==> config.mk <==
export PLATFORM = sky130hd
export DESIGN_NAME = lsu_top
export DESIGN_NICKNAME = d
export VERILOG_FILES = /design/src/rtl/lsu_pkg.sv /design/src/rtl/lsu_decode.sv /design/src/rtl/lsu_agen.sv /design/src/rtl/lsu_store_lane.sv /design/src/rtl/lsu_load_align.sv /design/src/rtl/lsu_top.sv
export SDC_FILE = /design/constraint.sdc
export NUM_CORES = 1
export LEC_CHECK = 0
export ABC_AREA = 1
export BUFFER_PORTS_ARGS = -buffer_cell sky130_fd_sc_hd__buf_2
export CORE_ASPECT_RATIO = 0.75
export CORE_MARGIN = 2
export CORE_UTILIZATION = 44
export CTS_CLUSTER_DIAMETER = 200
export CTS_CLUSTER_SIZE = 8
export DETAILED_ROUTE_END_ITERATION = 7
export HOLD_SLACK_MARGIN = 0.1
export PLACE_DENSITY = 0.9
export SLEW_MARGIN = 30
export SYNTH_ARGS = -nofsm -noshare
export SYNTH_HDL_FRONTEND = slang
export SYNTH_HIERARCHICAL = 1
export SYNTH_SLANG_ARGS = --single-unit
==> constraint.sdc <==
create_clock -name clk -period 2 [get_ports clk]
set_input_delay 0.2 -clock clk [delete_from_list [all_inputs] [get_ports clk]]
set_output_delay 0.2 -clock clk [all_outputs]
set_load 0.05 [all_outputs]
==> src/rtl/lsu_pkg.sv <==
package lsu_pkg;
    localparam logic [5:0] OPC_LW  = 6'd35;
    localparam logic [5:0] OPC_SW  = 6'd43;
    localparam logic [5:0] OPC_LB  = 6'd32;
    localparam logic [5:0] OPC_LBU = 6'd36;
    localparam logic [5:0] OPC_SB  = 6'd40;

    typedef enum logic [2:0] {
        K_NONE, K_LW, K_SW, K_LB, K_LBU, K_SB
    } op_kind_e;

    typedef enum logic {
        ST_IDLE, ST_LOAD_WAIT
    } lsu_state_e;
endpackage

==> src/rtl/lsu_decode.sv <==
module lsu_decode
    import lsu_pkg::*;
(
    input  logic [5:0] opcode,
    output op_kind_e   kind
);
    always_comb begin
        unique case (opcode)
            OPC_LW:  kind = K_LW;
            OPC_SW:  kind = K_SW;
            OPC_LB:  kind = K_LB;
            OPC_LBU: kind = K_LBU;
            OPC_SB:  kind = K_SB;
            default: kind = K_NONE;
        endcase
    end
endmodule

==> src/rtl/lsu_agen.sv <==
module lsu_agen #(
    parameter int DW    = 32,
    parameter int IMM_W = 16
) (
    input  logic [DW-1:0]              base,
    input  logic [IMM_W-1:0]           imm,
    output logic [DW-$clog2(DW/8)-1:0] word_addr,
    output logic [$clog2(DW/8)-1:0]    offset
);
    localparam int OFF_W = $clog2(DW/8);

    logic [DW-1:0] ea;

    always_comb begin
        ea        = base + {{(DW-IMM_W){imm[IMM_W-1]}}, imm};
        word_addr = ea[DW-1:OFF_W];
        offset    = ea[OFF_W-1:0];
    end
endmodule

==> src/rtl/lsu_store_lane.sv <==
module lsu_store_lane #(
    parameter bit BIG_ENDIAN = 1'b1,
    parameter int DW         = 32
) (
    input  logic [$clog2(DW/8)-1:0] offset,
    input  logic                    is_word,
    input  logic [DW-1:0]           src,
    output logic [DW/8-1:0]         be,
    output logic [DW-1:0]           wdata
);
    localparam int BYTES = DW / 8;
    localparam int OFF_W = $clog2(BYTES);

    logic [OFF_W-1:0] lane;

    always_comb begin
        lane = BIG_ENDIAN ? (OFF_W'(BYTES - 1) - offset) : offset;
        for (int i = 0; i < BYTES; i++) begin
            be[i] = is_word | (lane == OFF_W'(i));
        end
        wdata = is_word ? src : {BYTES{src[7:0]}};
    end
endmodule

==> src/rtl/lsu_load_align.sv <==
module lsu_load_align
    import lsu_pkg::*;
#(
    parameter bit BIG_ENDIAN = 1'b1,
    parameter int DW         = 32
) (
    input  logic [DW-1:0]           rdata,
    input  logic [$clog2(DW/8)-1:0] offset,
    input  op_kind_e                kind,
    output logic [DW-1:0]           result
);
    localparam int BYTES = DW / 8;
    localparam int OFF_W = $clog2(BYTES);

    logic [OFF_W-1:0] lane;
    logic [7:0]       sel;

    always_comb begin
        lane = BIG_ENDIAN ? (OFF_W'(BYTES - 1) - offset) : offset;
        sel  = 8'h00;
        for (int i = 0; i < BYTES; i++) begin
            if (lane == OFF_W'(i)) sel = rdata[8*i +: 8];
        end
        unique case (kind)
            K_LB:    result = {{(DW-8){sel[7]}}, sel};
            K_LBU:   result = {{(DW-8){1'b0}}, sel};
            default: result = rdata;
        endcase
    end
endmodule

==> src/rtl/lsu_top.sv <==
module lsu_top
    import lsu_pkg::*;
#(
    parameter bit BIG_ENDIAN = 1'b1,
    parameter int DW         = 32,
    parameter int IMM_W      = 16
) (
    input  logic                       clk,
    input  logic                       rst_n,
    input  logic                       req_valid,
    input  logic [5:0]                 req_opcode,
    input  logic [DW-1:0]              req_base,
    input  logic [IMM_W-1:0]           req_imm,
    input  logic [DW-1:0]              req_wdata,
    output logic [DW-$clog2(DW/8)-1:0] mem_addr,
    output logic [DW/8-1:0]            mem_be,
    output logic [DW-1:0]              mem_wdata,
    output logic                       mem_we,
    output logic                       mem_re,
    input  logic [DW-1:0]              mem_rdata,
    output logic                       result_valid,
    output logic [DW-1:0]              result_data,
    output logic                       misaligned,
    output logic                       illegal_op
);
    localparam int BYTES = DW / 8;
    localparam int OFF_W = $clog2(BYTES);

    op_kind_e         kind;
    op_kind_e         pend_kind;
    lsu_state_e       state_q;
    lsu_state_e       state_d;
    logic [OFF_W-1:0] offset;
    logic [OFF_W-1:0] pend_off;
    logic [BYTES-1:0] lane_be;
    logic [DW-1:0]    lane_wdata;
    logic [DW-1:0]    aligned;
    logic             is_word;
    logic             is_load;
    logic             is_store;
    logic             bad_align;
    logic             take_load;
    logic             take_store;

    lsu_decode u_decode (
        .opcode (req_opcode),
        .kind   (kind)
    );

    lsu_agen #(.DW(DW), .IMM_W(IMM_W)) u_agen (
        .base      (req_base),
        .imm       (req_imm),
        .word_addr (mem_addr),
        .offset    (offset)
    );

    lsu_store_lane #(.BIG_ENDIAN(BIG_ENDIAN), .DW(DW)) u_store (
        .offset  (offset),
        .is_word (is_word),
        .src     (req_wdata),
        .be      (lane_be),
        .wdata   (lane_wdata)
    );

    lsu_load_align #(.BIG_ENDIAN(BIG_ENDIAN), .DW(DW)) u_load (
        .rdata  (mem_rdata),
        .offset (pend_off),
        .kind   (pend_kind),
        .result (aligned)
    );

    always_comb begin
        is_word    = (kind == K_LW) || (kind == K_SW);
        is_load    = (kind == K_LW) || (kind == K_LB) || (kind == K_LBU);
        is_store   = (kind == K_SW) || (kind == K_SB);
        bad_align  = is_word && (offset != '0);
        take_load  = req_valid && is_load && !bad_align;
        take_store = req_valid && is_store && !bad_align;
        state_d    = take_load ? ST_LOAD_WAIT : ST_IDLE;
    end

    // State register
    always_ff @(posedge clk) begin
        if (!rst_n) begin
            state_q   <= ST_IDLE;
            pend_off  <= '0;
            pend_kind <= K_NONE;
        end else begin
            state_q <= state_d;
            if (take_load) begin
                pend_off  <= offset;
                pend_kind <= kind;
            end
        end
    end

    // One-cycle flags
    always_ff @(posedge clk) begin
        if (!rst_n) begin
            misaligned <= 1'b0;
            illegal_op <= 1'b0;
        end else begin
            misaligned <= req_valid && bad_align;
            illegal_op <= req_valid && (kind == K_NONE);
        end
    end

    // Outputs
    always_comb begin
        mem_we       = take_store;
        mem_re       = take_load;
        mem_be       = take_store ? lane_be : (take_load ? '1 : '0);
        mem_wdata    = lane_wdata;
        result_valid = 1'b0;
        result_data  = '0;
        unique case (state_q)
            ST_IDLE: ;
            ST_LOAD_WAIT: begin
                result_valid = 1'b1;
                result_data  = aligned;
            end
        endcase
    end


    result_needs_read_chk: assert property (@(posedge clk) disable iff (!rst_n)
        result_valid |-> $past(mem_re));


    misalign_no_access_chk: assert property (@(posedge clk) disable iff (!rst_n)
        misaligned |-> $past(!mem_we && !mem_re));


    illegal_no_access_chk: assert property (@(posedge clk) disable iff (!rst_n)
        illegal_op |-> $past(!mem_we && !mem_re));


    store_lane_count_chk: assert property (@(posedge clk) disable iff (!rst_n)
        mem_we |-> ($countones(mem_be) == 1 || mem_be == '1));


    signed_extend_chk: assert property (@(posedge clk) disable iff (!rst_n)
        (result_valid && pend_kind == K_LB) |-> (result_data[DW-1:8] == {(DW-8){result_data[7]}}));
endmodule

==> impl_metrics.ini, run 1 <==
[detailed_routing]
ant_nets = 0
drt-vias-per-instance = 4.93
drtPass1Iterations = 5
routed_wl_um = 16100
wl_per_cell_um = 12.9
via_count = 6187
drt_iter0_drc = 513
drcViolationCount = 0

[sta]
relSlewSlack_pct = 72.7
period_needed_ns = 2.01
whs_ns = 0.254
tightest_slew_ns = 0.409
layout_setup_ws_ns = -0.00972
rsz0062_at_grt = true
timing.fmax_mhz = 498
fin_skew_ns = 0
finalSetupViolCount = 1
drv_slew = 0
fin_crit_sh_pct = 100
hold_violations = 0

[grt]
grt_pass1_vias = 5009
grt_usage_pct = 25.7
antenna_found_initial = 0
grt_max_degree = 36
grt_overflow_total = 0
grt_pass1_wl_um = 22100

[finish]
fillCellCount = 737
layout.nets = 1281
post_layout_nonfiller_instances = 1254
syn_to_final_growth_pct = 52.7
drive_above_1_share_pct = 36.6
antenna_cells = 0

[synth]
netlist_instances = 879
yosys-top-cells-area = nand2_1 37%, inv_1 15%, ha_1 9.2%, nor2_1 6.1%, nand3_1 5.0%
postSynthAreaPerCell_um2 = 4.81
yosys_warnings = 6
synth_nets = 1032
yosysTopAreaCellShare_pct = 37.4
synth_xor_xnor_area_share_pct = 3.31
yosys.area_share.simple_pct = 58.9
synth_compound_area_share_pct = 4.35
yosys_register_bits = 8
synthMuxAreaShare_pct = 0
synth-seq-area-share_pct = 3.79
synth_top_family_by_area = simple AND/OR/NAND/NOR gates
syn-cell-area_um2 = 4230
ys_types = 37
yosysTopAreaCell = nand2_1
synthAdderAreaFrac_pct = 9.64

[setup_path]
slowest_stage = ha_2
cp-start-kind = input port
criticalPathCategory = in2out
cpPeakStageDelay_ns = 0.39
cp_max_fo = 17
cp_common_cell = nand2_1
cp_cell_sequence = buf_12 -> ha_2 -> nand2_2 -> nor2_2 -> nand2_1 -> nor2_2 -> nand2_2 -> nand3_1 -> nand2_1 -> nand2_1 -> buf_4
endpoint_kind = output port
r2r_start = pend_off[1]
worstSetupStartpoint = req_imm[15]
timing.critical_path.arrival_ns = 1.81
cp_data_required_time_ns = 1.80

[clock_tree]
clock-root-buffer = clkbuf_16
numCtsBuffers = 3
postCtsHoldBufs = 0
cts_sinks = 8
clk_latency_ns = 0.23
clkTransAtPathRegs_ns = 0.03
cts_tree = built
clock_path_buffers = 2
h-tree-depth = 1

[place]
place.port_buffers = 223
placed_cells = 1250
gp_congestion = 0.896
hpwlAfterDp_um = 11800

[flow_run]
max_cap_violations = 0

[power]
power.share.clock_pct = 11.5
powerDensity_nw_per_um2 = 440
p_sw_uw = 1630
p_leak_uw = 0.00429
p_comb_share_pct = 82.5
swShare_pct = 57.3
power.internal_uw = 1210
p_seq_share_pct = 6.0
ir_worst_vdd_mv = 0.322

[floorplanning]
start_util_pct = 46.0
dieHeight_um = 88.9
dieArea_um2 = 10400
die_w_um = 117
core_um2 = 9200
boundaryPins = 224
row_count = 30

[outcome]
violations = setup timing
status = complete, but fails checks

[hold_path]
hold_path_class = in2reg
holdCritStartpoint = rst_n
-- state kept, by name (all words and copies together) (netlist names) --
signal and count:
pend_kind 3, pend_off 2, illegal_op 1, misaligned 1
state_q 1
-- per-stage QoR --
| stage | worst slack [ns] | util [%] | TNS, ns | cell area [um2] | power, uW |
|---|---|---|---|---|---|
| after floorplan | -0.220 | - | -0.682 | 4290 | 1610 |
| after global placement | -0.121 | 62.1 | -0.760 | 5710 | 2160 |
| after detailed placement | -0.176 | 62.1 | -1.44 | 5710 | 2180 |
| after CTS | 0.000366 | 63.8 | 0 | 5860 | 2560 |
| after global routing | -0.126 | 70.2 | -0.652 | 6460 | 3010 |
| final | -0.00972 | 70.2 | -0.00972 | 6460 | 2840 |
-- path summary, 6_finish.rpt --
path                   to  slack, ns  cells past startpoint
min reg2reg  pend_kind[0]       0.50                      2
min               state_q       0.25                      3
max          mem_addr[24]      -0.01                     11
max reg2reg   pend_off[1]       1.27                      4
-- synth_stat cells (all sizes together) --
| library cell | count |
|---|---|
| inv | 178 |
| dfxtp | 8 |
| buf | 19 |
| ha | 31 |
| nand3 | 47 |
| nor2 | 76 |
| fa | 1 |
| o211ai | 1 |
| nand4 | 4 |
| xor2 | 14 |
| nor3 | 5 |
| nor4 | 1 |
| o21bai | 2 |
| a21o | 1 |
| nand2 | 448 |
| or2 | 6 |
| clkinv | 1 |
| nand3b | 1 |
| a21oi | 22 |
| xnor2 | 2 |
| o21ai | 8 |
| clkbuf | 3 |
-- cell usage in the layout (no fill, tap or decap), types with 3 or more instances in the layout --
cell type,count
xor2_1,6
nand3_2,7
buf_4,45
nor2_1,56
clkbuf_16,3
ha_4,19
ha_2,5
nand3_1,40
nor2_2,13
inv_1,171
buf_2,183
a21oi_1,13
dfxtp_1,6
nand4_1,4
nor2_4,7
nand2_1,398
nor3_2,5
or2_2,5
a21oi_2,9
xor2_2,8
inv_2,5
nand2_2,35
nand2_4,15
buf_6,20
o21ai_2,3
ha_1,7
o21ai_0,3
clkbuf_4,16
-- layer usage --
layer  global-route usage [%]  share of wire [%]
met5                        0                  0
met1                     34.9                 41
met3                     2.03                8.2
met4                     4.92                2.0
met2                     45.0                 48
-- timing repair --
item	4_1_cts	5_1_grt
pin swaps	2	13
gates resized for setup	24	157
setup endpoints to repair	48	84
cloned	0	1
setup buffers	0	0
-- logic make-up (layout without fill, tap and decap cells) --
group                      Yosys count  in the layout
AOI/OAI and AO/OA                   34             34
buffers and inverters              201            447
DFF                                  8              8
xor gates and xnor gates            16             16
adders and majority gates           32             32
and+or+nand+nor                    588            589
-- critical path, delay by kind of cell --
family	cells	cell delay, ns
fa+ha+maj	1	0.39
simple gates	8	0.86
buf+inv	2	0.35
-- final cells by class --
cell class / count / area (um2) / share of cell area, %
multi-input cells: 671 / 3760 / 58.2
inverters: 179 / 686 / 10.6
repair buffers: 265 / 1620 / 25.1
clock buffers: 3 / 75.1 / 1.16
well taps: 128 / 160 / 2.48
flip-flops and latches: 8 / 163 / 2.52
-- power groups by stage --
stage	Combinational (uW)	Sequential, uW	Clock, uW
2_1_floorplan	1440	177	0
3_3_place_gp	1980	172	0
3_5_place_dp	2010	172	0
4_1_cts	2060	170	333
5_1_grt	2500	171	344
6_report	2350	171	328
(Power assumes the default switching activity.)
==> inputs of run 2 (changes only) <==
- CORE_UTILIZATION: 44 -> 46
- PLACE_DENSITY: 0.9 -> 0.95
- SYNTH_HIERARCHICAL: 1 -> default
==> impl_metrics.ini, run 2 <==
[outcome]
status = complete, but fails checks
violations = setup timing

[synth]
synth_common_cells = 301 x nand2_1, 132 x inv_1, 85 x nor2_1
ys_types = 30
ys_async_sr_fraction_pct = 0
syn-cell-area_um2 = 3770
synth_edf_count = 0
netlist_instances = 774
yosys_warnings = 0
yosys-top-cells-area = nand2_1 30%, inv_1 13%, ha_1 10%, nand3_1 9.3%, nor2_1 8.5%
synth-seq-area-share_pct = 4.25
yosysTopAreaCellShare_pct = 30.0
synth_nets = 927
yosys_register_bits = 8
yosysMostFrequentCell = nand2_1
yosysTopAreaCell = nand2_1
postSynthAreaPerCell_um2 = 4.87
synthFlopType = dfxtp_1

[setup_path]
slowest_stage = dfxtp_4
cp-start-kind = flop
cpPeakStageDelay_ns = 0.36
worstSetupStartpoint = pend_off[0]
cp_common_cell = nor2_4
cp_cell_sequence = inv_4 -> nor2_4 -> inv_2 -> nor2_2 -> o31ai_2 -> nand3_2 -> clkbuf_16 -> nor2_4 -> buf_8
timing.critical_path.arrival_ns = 1.89
criticalPathCategory = reg2out
cp_data_required_time_ns = 1.80
r2r_start = pend_off[1]
cp_max_fo = 6
endpoint_kind = output port

[flow_run]
max_cap_violations = 0

[hold_path]
hold_path_class = in2reg
holdCritStartpoint = rst_n

[sta]
layout_setup_ws_ns = -0.0851
timing.fmax_mhz = 480
fin_skew_ns = 0
relSlewSlack_pct = 74.3
tightest_slew_ns = 0.384
period_needed_ns = 2.09
rsz0062_at_grt = true
fin_crit_sh_pct = 104
hold_violations = 0
whs_ns = 0.246
finalSetupViolCount = 31
drv_slew = 0

[finish]
fillCellCount = 476
largest_register_ffs = 3
final_area_um2 = 6380
reg.largest.list = pend_kind (3), pend_off (2)
syn_to_final_growth_pct = 69.2
layout_common_cells = 277 x nand2_1, 169 x buf_2, 128 x inv_1, 61 x nand3_1, 61 x buf_4
layout_commonest_cell = nand2_1
antenna_cells = 0
layout.nets = 1191
drive_above_1_share_pct = 40.1
largest-register = pend_kind

[grt]
grt_usage_pct = 29.5
grt_pass1_vias = 4918
antenna_found_initial = 0
grt_max_degree = 33
grt_pass1_wl_um = 21600
grt_overflow_total = 0

[detailed_routing]
drt-vias-per-instance = 5.65
drt_iter0_drc = 939
wl_per_cell_um = 16.3
ant_nets = 0
drcViolationCount = 0
via_count = 6443
routed_wl_um = 18600
drtPass1Iterations = 6

[place]
place_area_um2 = 5380
gp_congestion = 0.947
hpwlAfterDp_um = 11600
place.port_buffers = 223

[floorplanning]
start_util_pct = 47.6
boundaryPins = 224
row_count = 28
dieArea_um2 = 8950
dieHeight_um = 82.4
die_w_um = 109
core_um2 = 7920

[clock_tree]
postCtsHoldBufs = 0
cts_sinks = 8
clock_path_buffers = 2
clkTransAtPathRegs_ns = 0.05
cts_tree = built
clock-root-buffer = clkbuf_8
h-tree-depth = 1
numCtsBuffers = 3
clk_latency_ns = 0.23

[power]
p_leak_uw = 0.00374
ir_worst_vdd_mv = 0.431
powerDensity_nw_per_um2 = 415
## run 2: cell count changes after synthesis, sizes merged, moves of 3 or more
cell	before	now
a21oi	22	42
buf	19	13
clkbuf	3	10
inv	178	134
nand2	448	302
nand3	47	71
nand4	4	7
nor2	76	107
o21ai	8	18
or2	6	0
## run 2: logic make-up (layout without fill, tap and decap cells)
group	count (synthesis)	in the layout	synth area share, %
buffers and inverters	158	420	17.3
and+or+nand+nor	494	494	54.6
DFF	8	8	4.25
AOI/OAI and AO/OA	66	66	9.32
adders and majority gates	32	32	10.8
xor gates and xnor gates	16	16	3.71
## run 2: worst paths after layout
check	endpoint	slack, ns	cells past startpoint
worst max-delay path	result_data[26]	-0.09	9
worst min-delay path	pend_off[0]	0.25	3
worst max register to register	pend_off[1]	1.28	2
worst min register to register	pend_kind[0]	0.49	2
## run 2: power breakdown
part / switching (uW) / total [uW] / internal [uW]
registers: 5.95 / 169 / 163
logic: 1510 / 2280 / 767
clock network: 67.7 / 198 / 131
## run 2: metal layers
layer	track usage [%]	vias to the layer above	wire (um)
met4	7.18	0	994
met2	54.2	574	8670
met5	0	-	0
li1	-	2902	-
met3	4.08	120	2250
met1	36.5	2847	6720
## run 2: what timing repair did
action | in CTS | in global routing
hold endpoints to repair | 0 | 0
setup buffers | 2 | 5
cloned | 0 | 3
gates resized for setup | 59 | 170
setup endpoints to repair | 48 | 54
pin swaps | 3 | 18
## run 2: metrics by stage
| step | total power [uW] | setup WS, ns | setup TNS, ns | utilization, % | cells |
|---|---|---|---|---|---|
| after floorplan | 1490 | -0.100 | -0.317 | - | 774 |
| after global placement | 2040 | -0.143 | -1.02 | 67.9 | 1128 |
| after detailed placement | 2060 | -0.146 | -1.42 | 67.9 | 1128 |
| after CTS | 2330 | 0.000795 | 0 | 70.6 | 1133 |
| after global routing | 2780 | -0.180 | -4.53 | 80.6 | 1141 |
| final | 2650 | -0.0851 | -1.51 | 80.6 | 1141 |
## run 2: cell type report
| cell class | instances | area (um2) | share of cell area [%] |
|---|---|---|---|
| timing repair buffer | 282 | 1980 | 31.1 |
| tap | 105 | 131 | 2.06 |
| inverter | 135 | 515 | 8.08 |
| clock buffer | 3 | 41.3 | 0.647 |
| multi-input combinational | 608 | 3540 | 55.5 |
| sequential | 8 | 169 | 2.65 |
## run 2: critical path, delay by kind of cell (launching register included)
kind | cells | cell delay (ns)
AOI/OAI and AO/OA | 1 | 0.29
and+or+nand+nor | 4 | 0.44
DFF | 1 | 0.36
buffers and inverters | 4 | 0.55
